[src/rtl/txc_pkg.sv]
package txc_pkg;
    localparam int SYM_W = 5;
    localparam int NIB_W = 4;

    typedef logic [SYM_W-1:0] sym_t;

    localparam sym_t C_IDLE = 5'b11111;
    localparam sym_t C_J    = 5'b11000;
    localparam sym_t C_K    = 5'b10001;
    localparam sym_t C_T    = 5'b01101;
    localparam sym_t C_R    = 5'b00111;
    localparam sym_t C_H    = 5'b00100;

    typedef enum logic [1:0] {
        FR_IDLE,
        FR_K,
        FR_DATA,
        FR_R
    } fr_state_e;

    function automatic sym_t enc_nibble(input logic [NIB_W-1:0] n);
        sym_t s;
        unique case (n)
            4'h0: s = 5'b11110;
            4'h1: s = 5'b01001;
            4'h2: s = 5'b10100;
            4'h3: s = 5'b10101;
            4'h4: s = 5'b01010;
            4'h5: s = 5'b01011;
            4'h6: s = 5'b01110;
            4'h7: s = 5'b01111;
            4'h8: s = 5'b10010;
            4'h9: s = 5'b10011;
            4'hA: s = 5'b10110;
            4'hB: s = 5'b10111;
            4'hC: s = 5'b11010;
            4'hD: s = 5'b11011;
            4'hE: s = 5'b11100;
            default: s = 5'b11101;
        endcase
        return s;
    endfunction
endpackage

[src/rtl/txc_framer.sv]
module txc_framer
    import txc_pkg::*;
(
    input  logic             clk,
    input  logic             rst_n,
    input  logic             tx_en,
    input  logic             tx_er,
    input  logic [NIB_W-1:0] txd,
    input  logic             link_fail,
    output sym_t             sym_o,
    output logic             busy_o
);
    typedef struct packed {
        fr_state_e st;
    } fr_regs_t;

    fr_regs_t r_d, r_q;

    always_comb begin
        r_d   = r_q;
        sym_o = C_IDLE;
        if (link_fail) begin
            r_d.st = FR_IDLE;
        end else begin
            unique case (r_q.st)
                FR_IDLE: begin
                    if (tx_en) begin
                        sym_o  = C_J;
                        r_d.st = FR_K;
                    end
                end
                FR_K: begin
                    sym_o  = C_K;
                    r_d.st = FR_DATA;
                end
                FR_DATA: begin
                    if (tx_en) begin
                        sym_o = tx_er ? C_H : enc_nibble(txd);
                    end else begin
                        sym_o  = C_T;
                        r_d.st = FR_R;
                    end
                end
                default: begin
                    sym_o  = C_R;
                    r_d.st = FR_IDLE;
                end
            endcase
        end
        busy_o = (sym_o != C_IDLE);
    end

    always_ff @(posedge clk or negedge rst_n) begin
        if (!rst_n) r_q <= '{st: FR_IDLE};
        else        r_q <= r_d;
    end

    // link failure sends the framer home
    a_r5_linkfail_idle: assert property (@(posedge clk) disable iff (!rst_n)
        link_fail |=> (r_q.st == FR_IDLE));

    // the symbol after J is K unless link failure intervenes
    a_r1_k_follows_j: assert property (@(posedge clk) disable iff (!rst_n)
        (r_q.st == FR_IDLE && tx_en && !link_fail) |=> (link_fail || sym_o == C_K));

    // T is followed by R
    a_r4_r_follows_t: assert property (@(posedge clk) disable iff (!rst_n)
        (r_q.st == FR_DATA && !tx_en && !link_fail) |=> (link_fail || sym_o == C_R));
endmodule

[src/rtl/txc_scrambler.sv]
module txc_scrambler
    import txc_pkg::*;
#(
    parameter int                LFSR_W = 11,
    parameter int                TAP    = 9,
    parameter logic [LFSR_W-1:0] SEED   = 11'h5A3
) (
    input  logic clk,
    input  logic rst_n,
    output sym_t key_o
);
    localparam int HI = LFSR_W - 1;
    localparam int LO = TAP - 1;

    typedef struct packed {
        logic [LFSR_W-1:0] lfsr;
    } cr_regs_t;

    cr_regs_t c_d, c_q;
    logic [LFSR_W-1:0] walk;

    always_comb begin
        walk  = c_q.lfsr;
        key_o = '0;
        for (int i = 0; i < SYM_W; i++) begin
            key_o[SYM_W-1-i] = walk[HI] ^ walk[LO];
            walk = {walk[LFSR_W-2:0], walk[HI] ^ walk[LO]};
        end
        c_d.lfsr = walk;
    end

    always_ff @(posedge clk or negedge rst_n) begin
        if (!rst_n) c_q <= '{lfsr: SEED};
        else        c_q <= c_d;
    end

    // the cipher register never collapses to the all-zero lockup state
    a_r6_lfsr_nonzero: assert property (@(posedge clk) disable iff (!rst_n)
        c_q.lfsr != '0);
endmodule

[src/rtl/tx_symbol_coder.sv]
module tx_symbol_coder
    import txc_pkg::*;
#(
    parameter int                LFSR_W = 11,
    parameter int                TAP    = 9,
    parameter logic [LFSR_W-1:0] SEED   = 11'h5A3
) (
    input  logic       clk,
    input  logic       rst_n,
    input  logic       tx_en,
    input  logic       tx_er,
    input  logic [3:0] txd,
    input  logic       link_fail,
    input  logic       rx_active,
    input  logic       cipher_off,
    input  logic       full_duplex,
    input  logic       col_test,
    output logic [4:0] tx_sym,
    output logic       crs,
    output logic       col
);
    typedef struct packed {
        sym_t sym;
        logic crs;
        logic col;
    } out_regs_t;

    out_regs_t o_d, o_q;
    sym_t      plain_sym;
    sym_t      key;
    logic      tx_busy;

    txc_framer u_framer (
        .clk       (clk),
        .rst_n     (rst_n),
        .tx_en     (tx_en),
        .tx_er     (tx_er),
        .txd       (txd),
        .link_fail (link_fail),
        .sym_o     (plain_sym),
        .busy_o    (tx_busy)
    );

    txc_scrambler #(
        .LFSR_W (LFSR_W),
        .TAP    (TAP),
        .SEED   (SEED)
    ) u_scrambler (
        .clk   (clk),
        .rst_n (rst_n),
        .key_o (key)
    );

    always_comb begin
        o_d.sym = cipher_off ? plain_sym : (plain_sym ^ key);
        o_d.crs = tx_busy | rx_active;
        o_d.col = col_test ? tx_en : (!full_duplex && tx_busy && rx_active);
    end

    always_ff @(posedge clk or negedge rst_n) begin
        if (!rst_n) o_q <= '{sym: C_IDLE, crs: 1'b0, col: 1'b0};
        else        o_q <= o_d;
    end

    assign tx_sym = o_q.sym;
    assign crs    = o_q.crs;
    assign col    = o_q.col;

    // bypass passes the framer symbol unchanged
    a_r7_bypass: assert property (@(posedge clk) disable iff (!rst_n)
        cipher_off |=> (tx_sym == $past(plain_sym)));

    // full duplex without test keeps collision quiet
    a_r9_fd_quiet: assert property (@(posedge clk) disable iff (!rst_n)
        (full_duplex && !col_test) |=> !col);

    // collision test mirrors transmit enable
    a_r9_coltest: assert property (@(posedge clk) disable iff (!rst_n)
        col_test |=> (col == $past(tx_en)));

    // half-duplex overlap raises collision
    a_r8_overlap: assert property (@(posedge clk) disable iff (!rst_n)
        (!full_duplex && !col_test && tx_busy && rx_active) |=> col);

    // receive activity alone keeps carrier sense up
    a_r10_rx_crs: assert property (@(posedge clk) disable iff (!rst_n)
        rx_active |=> crs);
endmodule

[config.mk]
export PLATFORM = sky130hd
export DESIGN_NAME = tx_symbol_coder
export DESIGN_NICKNAME = d
export VERILOG_FILES = /design/src/rtl/txc_pkg.sv /design/src/rtl/txc_framer.sv /design/src/rtl/txc_scrambler.sv /design/src/rtl/tx_symbol_coder.sv
export SDC_FILE = /design/constraint.sdc
export NUM_CORES = 1
export LEC_CHECK = 0
export CAP_MARGIN = 30
export CORE_MARGIN = 8
export CORE_UTILIZATION = 48
export CTS_BUF_LIST = sky130_fd_sc_hd__clkbuf_16
export DETAILED_ROUTE_END_ITERATION = 8
export PLACE_DENSITY = 0.82
export SLEW_MARGIN = 20
export SYNTH_ARGS = -nofsm -noshare
export SYNTH_HDL_FRONTEND = slang
export SYNTH_SLANG_ARGS = --single-unit
[constraint.sdc]
create_clock -name clk -period 1.9 [get_ports clk]
set_input_delay 0.38 -clock clk [delete_from_list [all_inputs] [get_ports clk]]
set_output_delay 0.38 -clock clk [all_outputs]
set_load 0.01 [all_outputs]
# After elaboration in Yosys (flattened, before gate mapping)
# Memory sizes are Yosys's and may differ from the RTL's.
# Index checks and enable logic that the tools add are counted.
# word_totals
ramBits	0
wordCells	34
rom_bits	80
regBits	20
latchBits	0
inputBits	13
out_inout_bits	7
mem_count	1
# classes
bitwise	7
add_sub_neg	0
n_eq_ne	5
muxes	11
shifts	0
div_mod_pow	0
reduce_logical	5
order_cmp	0
n_mul	0
# mem_list
memory	words	width	read_ports	rd_ports_with_merged_regs	wr	line_no	source
(no name shown)	16	5	1	0	0	txc_pkg.sv:23	unique case (n)
# ops
operator	count
$mux 5	4
$pmux 5 s3	1
$mux 2	3
$ne 3x3->1 const B	2
$pmux 2 s3	1
$ne 5x5->1 const B	1
$xor 1x1->1	5
$xor 5x5->5	1
$mux 3	1
$eq 2x1->1 const B	1
$eq 2x2->1 const B	1
$logic_and 1x1->1	2
$logic_not 2->1	1
$reduce_and 2->1	1
$logic_not 1->1	1
$mux 1	1
$or 1x1->1	1

# Logic depth before layout (Yosys ltp)
# An unclocked memory read counts as a cell.
# logic_depth
word_depth	9
ltp_mapped	7
ltp_nobuf	7

# By module
# Synthesis repeated with hierarchy kept, for this count alone.
# unflattened
cells_unflattened	83
hier_area_um2	964.7
# by_module_without_submodules
module	cells_per_inst	seq_area_each_um2	area_per_inst_um2	n_inst
txc_scrambler	21	282.8	364.1	1
txc_framer	42	50.0	316.6	1
tx_symbol_coder	20	181.4	284.0	1

# Least setup slack after synthesis
# No wires, ideal clock.
# synth_path
path_type	register -> register
from	reg u_framer.r_q[0] (netlist name)
to	reg o_q (netlist bit col)
path_buffers	0
path_slack_ns	0.276
t_arrival_ns	1.502
period_less_slack_ns	1.624
t_required_ns	1.778
stages_incl_launch_ff	7
setup_time_ns	0.122
cell_sequence	dfrtp_1 > inv_1 > ha_1 > nand3b_1 > o41ai_2 > o211ai_1 > a32o_1
# synth_rtl
element	line_no	source
start, declared	txc_framer.sv:17	fr_regs_t r_d, r_q;
start signal, assigned	txc_framer.sv:54	if (!rst_n) r_q <= '{st: FR_IDLE};
start signal, assigned	txc_framer.sv:55	else r_q <= r_d;
end signal, assigned	tx_symbol_coder.sv:61	if (!rst_n) o_q <= '{sym: C_IDLE, crs: 1'b0, col: 1'b0};
end, declared	tx_symbol_coder.sv:28	out_regs_t o_d, o_q;

==> reports/summary.log <==
qor: critical_path.setup.reg_to_reg.worst_slack 0.14 ns
qor: floorplanning.die_x 60.07 um
qor: route.count_of_unresolved_drc_violations_after_routing 0
qor: place.routabilityCongestion 0.8427
qor: pwr.switching_power 0.3660 mW
qor: floorplanning.num_rows 16
qor: place.detailedPlacementHpwl 1452 um
qor: logic_synthesis.ys_seq_elements 20
qor: pwr.power_frac_seq 38.5%
qor: cells_and_area.final_nets 125
qor: global_routing.grt_first_pass_wirelength 2946 um
qor: pwr.pwr_cell_area 1087 nW/um2
qor: logic_synthesis.most_frequent_cells_after_synthesis 11 x dfstp_2, 9 x dfrtp_1, 6 x nand2b_1, 6 x nor2_1, 6 x xor2_1
qor: sta.grt_setup_unrepaired no
qor: clock_network.clk-insertion-delay-late 0.24 ns
qor: critical_path.criticalPathCategory in2reg
qor: sta.final_critical_path_share_of_the_clock_period 93.51%
qor: sta.timing_hold_violations_final 0
qor: clock_network.cts_setup_buffers 0
qor: route.route.antenna.remaining_nets 0
qor: logic_synthesis.syn_area_per_cell 11.95 um2
qor: critical_path.kind_of_end_point_of_the_critical_path flip-flop
qor: pwr.share_clk_of_total_power 29.7%
qor: sta.relSlewSlack 75.96%
qor: clock_network.cts_hold_buffers 0
qor: global_routing.gr_busiest_metal met2
qor: logic_synthesis.async_flop_share 100.0%
qor: route.drt_iter0_markers 12
qor: sta.maxClockFrequency 562.9 MHz
qor: floorplanning.floorplan.die.height 60.07 um
qor: pwr.pwr-share-comb 31.8%
qor: cells_and_area.nFillCells 148
qor: pwr.power.switching_fraction 26.25%
qor: logic_synthesis.synth-warning-count 0
qor: place.preCtsSetupSlack -0.1476 ns
qor: logic_synthesis.post_synth_inst_count 78
qor: worst_hold_path.worst_hold_path_type reg2reg
qor: pwr.vdd_ir_drop_max 636.2 uV
qor: logic_synthesis.ys_seq_area_share 55.17%
qor: route.route.detailed.vias_per_inst 4.851
qor: cells_and_area.area_delta_synth_final 37.58%
qor: route.first_pass_iters 3
qor: route.num_vias 650
qor: critical_path.timing.rr.start u_framer.r_q[0]
qor: floorplanning.floorplan_die_area 3608 um2
qor: logic_synthesis.synth_top_area_cell dfstp_2
qor: cells_and_area.antenna-diode-count 0
qor: critical_path.startpoint txd[1]
qor: logic_synthesis.net_count_synth 95
qor: critical_path.worst_ep_arrival 1.91 ns
qor: logic_synthesis.yosysUniqueCellTypes 26
qor: sta.report.final.setup_viol 0
qor: route.drt_wl_total 1741 um
qor: sta.skew 0.001332 ns
qor: global_routing.grt_pass1_vias 712
qor: sta.finalCriticalPeriod 1.777 ns
qor: route.routedWlPerCell 12.99 um
qor: clock_network.root_buffer clkbuf_16
qor: logic_synthesis.yosys-top-cells-area dfstp_2 31%, dfrtp_1 24%, xor2_1 5.6%
qor: worst_hold_path.hold_path_startpoint u_scrambler.c_q[3]
qor: job.max_cap_violation_count 0
qor: global_routing.grt-ovfl-total 0
qor: floorplanning.core_region_area 1902 um2
qor: floorplanning.io_pins 20
qor: clock_network.clk_transition_reported_paths 0.05 ns
qor: place.port_buffers 19
qor: critical_path.setup.worst_path.start_class primary input
qor: global_routing.gr-usage-met3 2.366%
qor: clock_network.cts_tree yes
qor: run_status.run_status finished clean
qor: clock_network.cts_buffers 3
qor: logic_synthesis.post-synth-top-area-fraction 31.01%
qor: logic_synthesis.synth.most_common_cell dfstp_2
qor: global_routing.pin_count_of_the_biggest_net_entering_global_routing 21
qor: cells_and_area.post_route_cells_drive_above_1_share 23.36%
qor: sta.postLayoutSetupSlackWorst 0.1233 ns
qor: global_routing.grt.met2_usage 20.15%
qor: logic_synthesis.postSynth.topFlopCell dfstp_2
qor: clock_network.cts.sink_count 20
qor: logic_synthesis.synth_edf_count 0
qor: floorplanning.floorplan.initialDensity 49.01%
qor: critical_path.critPathRequiredTime 2.03 ns
qor: logic_synthesis.synth_area 932.1 um2
qor: sta.fin_tns_setup 0 ns
qor: critical_path.cp_max_fo 5
qor: global_routing.grt_usage 10.98%
qor: clock_network.cts_buffer_depth 2
qor: global_routing.initial_antenna_violation_count 0
qor: sta.worst_pin_slew 0.3576 ns
qor: global_routing.grtUsageMet1 10.73%
qor: pwr.power.static_leakage 0.5600 nW
qor: clock_network.number_of_levels_the_h_tree_was_split_into 1
qor: sta.slew_violations 0
qor: pwr.p_int 1.028 mW
[worst max-delay path, stage by stage]
cell             delay, ns
clkdlybuf4s50_1       0.49
or3_1                 0.40
o211ai_1              0.09
a31o_2                0.19
o211ai_1              0.10
a32o_1                0.26
[per-layer routing]
layer  wire length [um]  vias to the layer above
met1                707                      315
li1                   -                      321
met4                 25                        0
met2                951                       12
met3                 57                        2
met5                  0                        -
[through the flow]
step | hold slack, ns | utilization [%] | power [mW] | std cells | area (um2)
after floorplan | 0.08441 | - | 0.7941 | 78 | 932.1
after global placement | 0.3356 | 63.16 | 0.9772 | 130 | 1201
after detailed placement | 0.3426 | 63.16 | 0.9884 | 130 | 1201
after CTS | 0.3547 | 67.30 | 1.413 | 134 | 1280
after global routing | 0.3640 | 67.43 | 1.477 | 134 | 1282
final | 0.3530 | 67.43 | 1.394 | 134 | 1282
[cell type report]
| type | instances | area (um2) | share of cell area (%) |
|---|---|---|---|
| tap | 27 | 33.78 | 2.634 |
| timing repair buffer | 25 | 235.2 | 18.34 |
| inverter | 5 | 18.77 | 1.463 |
| multi-input combinational | 53 | 401.6 | 31.32 |
| clock buffer | 3 | 75.07 | 5.854 |
| clock inverter | 1 | 3.754 | 0.2927 |
| sequential | 20 | 514.2 | 40.10 |
[sequential cells by signal, summed over array words and instances (netlist names)]
register         flops
tx_sym               5
u_framer.r_q         2
u_scrambler.c_q     11
col                  1
crs                  1
[power by group through the flow]
stage                     sequential (mW)  clock, mW  combinational [mW]
final                               0.537      0.414               0.444
after global routing                0.544      0.441               0.491
after CTS                           0.537      0.425               0.451
after detailed placement            0.544          0               0.445
after global placement              0.541          0               0.436
after floorplan                     0.562          0               0.232
[worst paths after layout]
check / cells past startpoint / end
max in group asynchronous: 2 / tx_sym[2]
hold reg to reg: 0 / u_scrambler.c_q[8]
setup reg to reg: 6 / col
min in group asynchronous: 2 / u_scrambler.c_q[2]
hold / removal: 0 / u_scrambler.c_q[8]
setup / recovery: 6 / col
[timing repair]
action,4_1_cts,5_1_grt
endpoints found under the setup margin,0,2
hold endpoints to repair,0,0
resized for setup,0,1
[layout by cell type (no fill, tap or decap), types with 2 or more instances in the layout]
| cell | Yosys | routed |
|---|---|---|
| dfrtp_1 | 9 | 9 |
| buf_4 | 0 | 6 |
| nor3_1 | 3 | 3 |
| nor2_1 | 6 | 6 |
| clkdlybuf4s50_1 | 0 | 19 |
| nand3b_1 | 2 | 2 |
| nor2b_1 | 2 | 2 |
| nand2b_1 | 6 | 6 |
| ha_1 | 4 | 3 |
| xor2_1 | 6 | 6 |
| xnor2_1 | 5 | 5 |
| o211ai_1 | 2 | 2 |
| a21oi_1 | 2 | 2 |
| inv_1 | 5 | 5 |
| o21ai_0 | 2 | 2 |
| dfstp_2 | 11 | 11 |
| o41ai_2 | 2 | 2 |
| clkbuf_16 | 0 | 3 |
[logic make-up (layout without fill, tap and decap cells)]
group,after synthesis,in the layout,share of synthesized area (%)
flip-flops,20,20,55.17
multiplexers,1,1,1.074
AO/OA/AOI/OAI,13,13,11.68
buffers and inverters,5,34,2.014
XOR/XNOR,11,11,10.34
AND/OR/NAND/NOR,24,24,14.36
adder cells (fa/ha/maj),4,4,5.369
No activity file was read; power rests on OpenSTA's default activity.
